**config.mk**
```make
export PLATFORM = sky130hd
export DESIGN_NAME = lpc_fw_target
export DESIGN_NICKNAME = d
export VERILOG_FILES = /design/src/rtl/lpc_tgt_pkg.sv /design/src/rtl/lpc_frame_detect.sv /design/src/rtl/lpc_cycle_fsm.sv /design/src/rtl/lpc_lad_driver.sv /design/src/rtl/lpc_fw_target.sv
export SDC_FILE = /design/constraint.sdc
export NUM_CORES = 1
export LEC_CHECK = 0
export BUFFER_PORTS_ARGS = -buffer_cell sky130_fd_sc_hd__buf_2
export CAP_MARGIN = 20
export CORE_ASPECT_RATIO = 0.6
export CORE_MARGIN = 1
export CORE_UTILIZATION = 40
export CTS_BUF_LIST = sky130_fd_sc_hd__clkbuf_4 sky130_fd_sc_hd__clkbuf_8 sky130_fd_sc_hd__clkbuf_16
export CTS_CLUSTER_SIZE = 8
export DETAILED_ROUTE_END_ITERATION = 7
export PLACE_DENSITY = 0.72
export SLEW_MARGIN = 15
export SYNTH_ARGS = -nofsm -noshare
export SYNTH_HDL_FRONTEND = slang
export SYNTH_HIERARCHICAL = 1
export SYNTH_SLANG_ARGS = --single-unit
```
**constraint.sdc**
```tcl
create_clock -name clk -period 1.8 [get_ports clk]
set_input_delay 0.27 -clock clk [delete_from_list [all_inputs] [get_ports clk]]
set_output_delay 0.27 -clock clk [all_outputs]
set_load 0.05 [all_outputs]
```
**src/rtl/lpc_tgt_pkg.sv**
```systemverilog
// Package: shared phase type and bus nibble codes for the LPC target engine.
// Assumes: single-byte memory cycles only; codes match the LPC signalling.
package lpc_tgt_pkg;

    typedef enum logic [2:0] {
        PH_IDLE,   // waiting for a qualified start and a cycle type
        PH_ADDR,   // collecting address nibbles
        PH_WDAT,   // collecting write data nibbles
        PH_HTAR,   // host-owned turnaround
        PH_SYNC,   // target drives wait / ready codes
        PH_RDAT,   // target drives read data nibbles
        PH_TTAR    // target-owned turnaround
    } phase_t;

    localparam logic [3:0] NIB_START  = 4'b0000;
    localparam logic [3:0] NIB_MEM_RD = 4'b0100;
    localparam logic [3:0] NIB_MEM_WR = 4'b0110;
    localparam logic [3:0] NIB_READY  = 4'b0000;
    localparam logic [3:0] NIB_LWAIT  = 4'b0110;
    localparam logic [3:0] NIB_PARK   = 4'b1111;

endpackage

```
**src/rtl/lpc_frame_detect.sv**
```systemverilog
// Module: qualifies a frame start.
// A start is armed on a clock where the frame strobe has been low for at
// least MIN_LOW clocks, the lines carry the start code, and chip enable was
// low on the clock before the strobe fell. The armed flag is consumed by the
// cycle FSM on the first clock with the strobe high.
// Assumes: rst_all_n is the synchronous OR of the two reset sources.
module lpc_frame_detect
    import lpc_tgt_pkg::*;
#(
    parameter int MIN_LOW = 2
) (
    input  logic       clk,
    input  logic       rst_all_n,
    input  logic       ce_n,
    input  logic       lframe_n,
    input  logic [3:0] lad_in,
    output logic       armed
);
    localparam int CW = $clog2(MIN_LOW + 1);

    logic [CW-1:0] low_cnt;
    logic          ce_prev_n;
    logic          ce_ok_q;
    logic          armed_q;
    logic          ce_ok_now;

    // Chip-enable setup is judged on the first low clock, then remembered.
    assign ce_ok_now = (low_cnt == '0) ? !ce_prev_n : ce_ok_q;

    // Count strobe-low clocks, track chip-enable setup and arm the start.
    always_ff @(posedge clk) begin
        if (!rst_all_n) begin
            low_cnt   <= '0;
            ce_prev_n <= 1'b1;
            ce_ok_q   <= 1'b0;
            armed_q   <= 1'b0;
        end else begin
            ce_prev_n <= ce_n;
            if (lframe_n) begin
                low_cnt <= '0;
                armed_q <= 1'b0;
            end else begin
                if (low_cnt != CW'(MIN_LOW))
                    low_cnt <= low_cnt + 1'b1;
                if (low_cnt == '0)
                    ce_ok_q <= !ce_prev_n;
                armed_q <= (low_cnt >= CW'(MIN_LOW - 1)) &&
                           (lad_in == NIB_START) && ce_ok_now;
            end
        end
    end

    assign armed = armed_q;

endmodule

```
**src/rtl/lpc_cycle_fsm.sv**
```systemverilog
// Module: cycle sequencer.
// It decodes the cycle type, shifts in the address and the write data,
// raises the internal request after the host turnaround, and steps through
// SYNC, read data and the target turnaround. A low frame strobe in any
// phase returns it to idle.
// Assumes: ADDR_NIB >= DATA_NIB >= 2; mem_ack is a one-clock pulse.
module lpc_cycle_fsm
    import lpc_tgt_pkg::*;
#(
    parameter int ADDR_NIB = 8,
    parameter int DATA_NIB = 2,
    parameter int CNTW     = 3
) (
    input  logic                  clk,
    input  logic                  rst_all_n,
    input  logic                  lframe_n,
    input  logic [3:0]            lad_in,
    input  logic                  armed,
    input  logic                  mem_ack,
    input  logic [4*DATA_NIB-1:0] mem_rdata,
    output phase_t                phase,
    output logic [CNTW-1:0]       cnt,
    output logic                  done,
    output logic [4*DATA_NIB-1:0] rdata,
    output logic                  mem_req,
    output logic                  mem_we,
    output logic [4*ADDR_NIB-1:0] mem_addr,
    output logic [4*DATA_NIB-1:0] mem_wdata
);
    localparam int AW = 4 * ADDR_NIB;

    phase_t                phase_q;
    logic [CNTW-1:0]       cnt_q;
    logic                  wr_q;
    logic                  done_q;
    logic [AW-1:0]         addr_q;
    logic [4*DATA_NIB-1:0] wdata_q;
    logic [4*DATA_NIB-1:0] rdata_q;

    // Advance the cycle one bus clock at a time; abort wins over every phase.
    always_ff @(posedge clk) begin
        if (!rst_all_n) begin
            phase_q <= PH_IDLE;
            cnt_q   <= '0;
            wr_q    <= 1'b0;
            done_q  <= 1'b0;
            addr_q  <= '0;
            wdata_q <= '0;
            rdata_q <= '0;
        end else if (!lframe_n) begin
            phase_q <= PH_IDLE;
            cnt_q   <= '0;
            done_q  <= 1'b0;
        end else begin
            unique case (phase_q)
                PH_IDLE: begin
                    if (armed && (lad_in == NIB_MEM_RD || lad_in == NIB_MEM_WR)) begin
                        phase_q <= PH_ADDR;
                        wr_q    <= (lad_in == NIB_MEM_WR);
                        cnt_q   <= '0;
                    end
                end
                PH_ADDR: begin
                    addr_q <= {addr_q[AW-5:0], lad_in};
                    if (cnt_q == CNTW'(ADDR_NIB - 1)) begin
                        cnt_q   <= '0;
                        phase_q <= wr_q ? PH_WDAT : PH_HTAR;
                    end else begin
                        cnt_q <= cnt_q + 1'b1;
                    end
                end
                PH_WDAT: begin
                    wdata_q[int'(cnt_q)*4 +: 4] <= lad_in;
                    if (cnt_q == CNTW'(DATA_NIB - 1)) begin
                        cnt_q   <= '0;
                        phase_q <= PH_HTAR;
                    end else begin
                        cnt_q <= cnt_q + 1'b1;
                    end
                end
                PH_HTAR: begin
                    if (cnt_q == CNTW'(1)) begin
                        cnt_q   <= '0;
                        done_q  <= 1'b0;
                        phase_q <= PH_SYNC;
                    end else begin
                        cnt_q <= cnt_q + 1'b1;
                    end
                end
                PH_SYNC: begin
                    if (!done_q && mem_ack) begin
                        done_q  <= 1'b1;
                        rdata_q <= mem_rdata;
                    end
                    if (done_q) begin
                        cnt_q   <= '0;
                        phase_q <= wr_q ? PH_TTAR : PH_RDAT;
                    end
                end
                PH_RDAT: begin
                    if (cnt_q == CNTW'(DATA_NIB - 1)) begin
                        cnt_q   <= '0;
                        phase_q <= PH_TTAR;
                    end else begin
                        cnt_q <= cnt_q + 1'b1;
                    end
                end
                PH_TTAR: begin
                    if (cnt_q == CNTW'(1)) begin
                        cnt_q   <= '0;
                        phase_q <= PH_IDLE;
                    end else begin
                        cnt_q <= cnt_q + 1'b1;
                    end
                end
                default: phase_q <= PH_IDLE;
            endcase
        end
    end

    assign phase     = phase_q;
    assign cnt       = cnt_q;
    assign done      = done_q;
    assign rdata     = rdata_q;
    assign mem_req   = (phase_q == PH_SYNC) && !done_q;
    assign mem_we    = wr_q;
    assign mem_addr  = addr_q;
    assign mem_wdata = wdata_q;

endmodule

```
**src/rtl/lpc_lad_driver.sv**
```systemverilog
// Module: builds the target's nibble and output enable from the cycle state.
// The enable is gated directly by both reset inputs, so a reset releases the
// lines in the same cycle it is applied.
// Assumes: phase/cnt/done come from registers, so outputs are glitch-free.
module lpc_lad_driver
    import lpc_tgt_pkg::*;
#(
    parameter int DATA_NIB = 2,
    parameter int CNTW     = 3
) (
    input  phase_t                phase,
    input  logic [CNTW-1:0]       cnt,
    input  logic                  done,
    input  logic [4*DATA_NIB-1:0] rdata,
    input  logic                  rst_n,
    input  logic                  init_n,
    output logic [3:0]            lad_out,
    output logic                  lad_oe
);
    logic       drive;
    logic [3:0] nib;

    // Select the nibble owed to the host in the current phase.
    always_comb begin
        drive = 1'b0;
        nib   = 4'b0000;
        unique case (phase)
            PH_SYNC: begin
                drive = 1'b1;
                nib   = done ? NIB_READY : NIB_LWAIT;
            end
            PH_RDAT: begin
                drive = 1'b1;
                nib   = rdata[int'(cnt)*4 +: 4];
            end
            PH_TTAR: begin
                drive = (cnt == '0);
                nib   = (cnt == '0) ? NIB_PARK : 4'b0000;
            end
            default: begin
                drive = 1'b0;
                nib   = 4'b0000;
            end
        endcase
    end

    assign lad_oe  = drive && rst_n && init_n;
    assign lad_out = lad_oe ? nib : 4'b0000;

endmodule

```
**src/rtl/lpc_fw_target.sv**
```systemverilog
// Module: top of the LPC firmware memory target cycle engine.
// It joins start qualification, the cycle sequencer and the line driver. The
// shared bus is presented as separate in/out/enable pins for the pad ring.
// Assumes: the clock is the bus clock; both reset inputs are synchronous to it.
module lpc_fw_target
    import lpc_tgt_pkg::*;
#(
    parameter int ADDR_NIB = 8,
    parameter int DATA_NIB = 2,
    parameter int MIN_LOW  = 2,
    localparam int AW      = 4 * ADDR_NIB,
    localparam int DW      = 4 * DATA_NIB
) (
    input  logic          clk,
    input  logic          rst_n,
    input  logic          init_n,
    input  logic          ce_n,
    input  logic          lframe_n,
    input  logic [3:0]    lad_in,
    output logic [3:0]    lad_out,
    output logic          lad_oe,
    output logic          mem_req,
    output logic          mem_we,
    output logic [AW-1:0] mem_addr,
    output logic [DW-1:0] mem_wdata,
    input  logic          mem_ack,
    input  logic [DW-1:0] mem_rdata
);
    localparam int CNT_MAX = (ADDR_NIB > DATA_NIB) ? ADDR_NIB : DATA_NIB;
    localparam int CNTW    = (CNT_MAX > 2) ? $clog2(CNT_MAX) : 1;

    logic            rst_all_n;
    logic            armed;
    phase_t          phase;
    logic [CNTW-1:0] cnt;
    logic            done;
    logic [DW-1:0]   rdata;

    assign rst_all_n = rst_n && init_n;

    lpc_frame_detect #(.MIN_LOW(MIN_LOW)) u_detect (
        .clk       (clk),
        .rst_all_n (rst_all_n),
        .ce_n      (ce_n),
        .lframe_n  (lframe_n),
        .lad_in    (lad_in),
        .armed     (armed)
    );

    lpc_cycle_fsm #(.ADDR_NIB(ADDR_NIB), .DATA_NIB(DATA_NIB), .CNTW(CNTW)) u_fsm (
        .clk       (clk),
        .rst_all_n (rst_all_n),
        .lframe_n  (lframe_n),
        .lad_in    (lad_in),
        .armed     (armed),
        .mem_ack   (mem_ack),
        .mem_rdata (mem_rdata),
        .phase     (phase),
        .cnt       (cnt),
        .done      (done),
        .rdata     (rdata),
        .mem_req   (mem_req),
        .mem_we    (mem_we),
        .mem_addr  (mem_addr),
        .mem_wdata (mem_wdata)
    );

    lpc_lad_driver #(.DATA_NIB(DATA_NIB), .CNTW(CNTW)) u_drv (
        .phase   (phase),
        .cnt     (cnt),
        .done    (done),
        .rdata   (rdata),
        .rst_n   (rst_n),
        .init_n  (init_n),
        .lad_out (lad_out),
        .lad_oe  (lad_oe)
    );

endmodule

```
==> flow_summary.toml <==
[synthesis]
syn_inst = 308
synth_edf_count = 0
syn_avg_cell_area_um2 = 9.043
synth_most_common_cell = "nand2_1"
synth-seq-cells = 61
async_flop_share_pct = 0
seq_area_frac_synth_pct = 43.85
yosysWarnings = 6
synth_fp_nets = 333
synth.area.top_cells = "dfxtp_1 44%, a21boi_1 9.7%, nand2_1 9.4%"
syn_area_mm2 = 0.002785
yosys-top-cells-count = "70 x nand2_1, 61 x dfxtp_1, 36 x a21boi_1"
yosysUniqueCellTypes = 48
synth_top_area_share_pct = 43.85
yosysTopAreaCell = "dfxtp_1"
ys.flop_type = "dfxtp_1"

[grt]
gr-total-overflow = 0
grt_pass1_wl_mm = 10.62
antenna_found_initial = 0
first_global_vias = 2156
grt_util_all_layers_pct = 19.62
grt_max_degree = 36

[placement]
dpl_cell_area_mm2 = 0.003304
place_hpwl_mm = 4.738
routabilityCongestion = 0.8331
port_buffers = 64
dp.cells = 458

[setup_path]
crit_type = "flop to output pin"
crit_path_frequent_cell = "buf_6"
crit_slowest_cell = "dfxtp_4"
cp.required_ns = 1.53
critPathCaptureType = "output pin"
crit_family = "buffers and inverters"
critPathMaxFanout = 5
crit_chain = "buf_6, nor4_4, buf_4, o2111ai_4, a21oi_2, buf_6"
path_buf_inv = 3
cpPeakStageDelay_ns = 0.34
start_kind = "flop"
arrival_ns = 1.74

[finish]
area_growth_pct = 35.00
fin_cells = 477
final_util_pct = 56.07
drive_gt1_share_pct = 33.08
antenna_cells = 0
nets = 411
final_cell_area_mm2 = 0.003760

[route]
num_vias = 2412
wl_mm = 6.889
firstDrtPassIters = 4
drc = 0
viasPerCell = 5.057
drtIter0Drc = 133
ant_nets = 0
routedWlPerCell_um = 14.44

[clock_network]
cts_tree = "done"
clkSlewWorstSetupHoldPaths_ns = 0.05
numCtsBuffers = 9
postCtsHoldBufs = 0
clk_path_buf_depth = 2
htreeDepth = 3
clk_root_buffer_cell = "clkbuf_16"
clock_latency_ns = 0.32
clock_sinks = 61

[floorplanning]
core_area_mm2 = 0.006705
dieHeight_um = 66.64
die_area_mm2 = 0.007312
ios = 65
die_w_um = 109.7
std_cell_rows = 23
initial_core_util_pct = 41.54

[timing]
finalSetupTns_ns = -1.190
finalCriticalPeriod_ns = 2.012
rsz0062_at_grt = "true"
hold_viol = 0
setup_ws_ns = -0.2120
timing.fmax_mhz = 497.0
slew_viol_final = 0
finalSetupViolations = 13
min_period_over_period_pct = 111.8
worst_pin_slew_ns = 0.4619
max_slew_margin_pct = 69.21
fin_skew_ns = 0.004463

[power]
leakage_nw = 1.440
peakVddDrop_v = 0.0005038
power_density_mw_per_mm2 = 870.6
power.total_mw = 3.273

[hold_path]
hold_class = "input port to flop"

[job]
maxCapViolations = 0

[status]
violations = "setup timing"
outcome = "finished with violations"
## path summary, 6_finish.rpt
kind	start	to	slack, ns	cells after the start
worst max-delay path	u_fsm/cnt[0]	lad_out[2]	-0.21	6
worst min-delay path	ce_n	u_detect/ce_prev_n	0.12	2
worst max register to register	u_fsm/cnt[0]	u_fsm/mem_wdata[4]	-0.08	8
worst min register to register	u_fsm/mem_addr[29]	u_fsm/mem_addr[29]	0.45	2
## kinds of logic (layout without fill, tap and decap cells)
group / count (synthesis) / in the layout / share of synthesized area (%)
adder cells (fa/ha/maj): 7 / 7 / 3.145
AO/OA/AOI/OAI: 62 / 62 / 16.22
XOR/XNOR: 2 / 2 / 0.6290
flip-flops: 61 / 61 / 43.85
multiplexers: 18 / 18 / 6.648
AND/OR/NAND/NOR: 133 / 133 / 25.79
buffers and inverters: 25 / 107 / 3.729
## area by class of cell
| type | count | area (um^2) |
|---|---|---|
| fillers | 602 | 2945 |
| multi-input cells | 222 | 1533 |
| flip-flops and latches | 61 | 1230 |
| repair buffers | 84 | 540.5 |
| clock buffers | 11 | 246.5 |
| well taps | 87 | 108.9 |
| clock inverters | 4 | 71.32 |
| inverters | 8 | 30.03 |
## power by group
group	internal (mW)	switching, mW
clock	1.25	0.579
sequential	1.35	0.00153
combinational	0.0405	0.0448
total	2.65	0.626
## stage by stage
step	hold slack (ns)	setup WS [ns]
after floorplan	0.3414	-0.1773
after global placement	0.4374	-0.02201
after detailed placement	0.4506	-0.1315
after CTS	0.1168	-0.1854
after global routing	0.1303	-0.2777
final	0.1238	-0.2120
## per-layer routing
layer	global-route usage, %	wire length, um	up-vias
met5	0	0	-
li1	-	-	1210
met4	7.500	104	0
met2	30.42	3044	56
met1	25.71	3383	1134
met3	5.675	357	12
## registers in the layout, summed over array words and instances, names as in the netlist
register	cells
u_fsm/cnt	3
u_detect/armed	1
u_fsm/mem_we	1
u_detect/ce_ok_q	1
u_fsm/rdata	8
u_detect/ce_prev_n	1
u_fsm/mem_addr	32
u_fsm/done	1
u_fsm/mem_wdata	8
u_detect/low_cnt	2
u_fsm/phase	3
## layout by cell type, fill, tap and decap left out, drive strengths merged, types with 2 or more instances in the layout
cell,count
inv,9
mux2i,14
ha,7
bufinv,2
or4,2
clkbuf,11
dfxtp,61
a21oi,9
o2111ai,2
nor4,3
nand2,70
nand3,7
and2,3
a21boi,36
nand2b,9
buf,84
nor2b,17
nor2,5
mux2,4
a31oi,3
nor4b,4
nand3b,5
o21ai,3
nor3,3
## timing repair
| action | 4_1_cts | 5_1_grt |
|---|---|---|
| gates resized for setup | 16 | 12 |
| endpoints found under the setup margin | 13 | 14 |
| pin swaps | 2 | 4 |
| buffers inserted | 3 | 1 |
| hold endpoints to repair | 0 | 0 |
No activity file was read; power rests on OpenSTA's default activity.
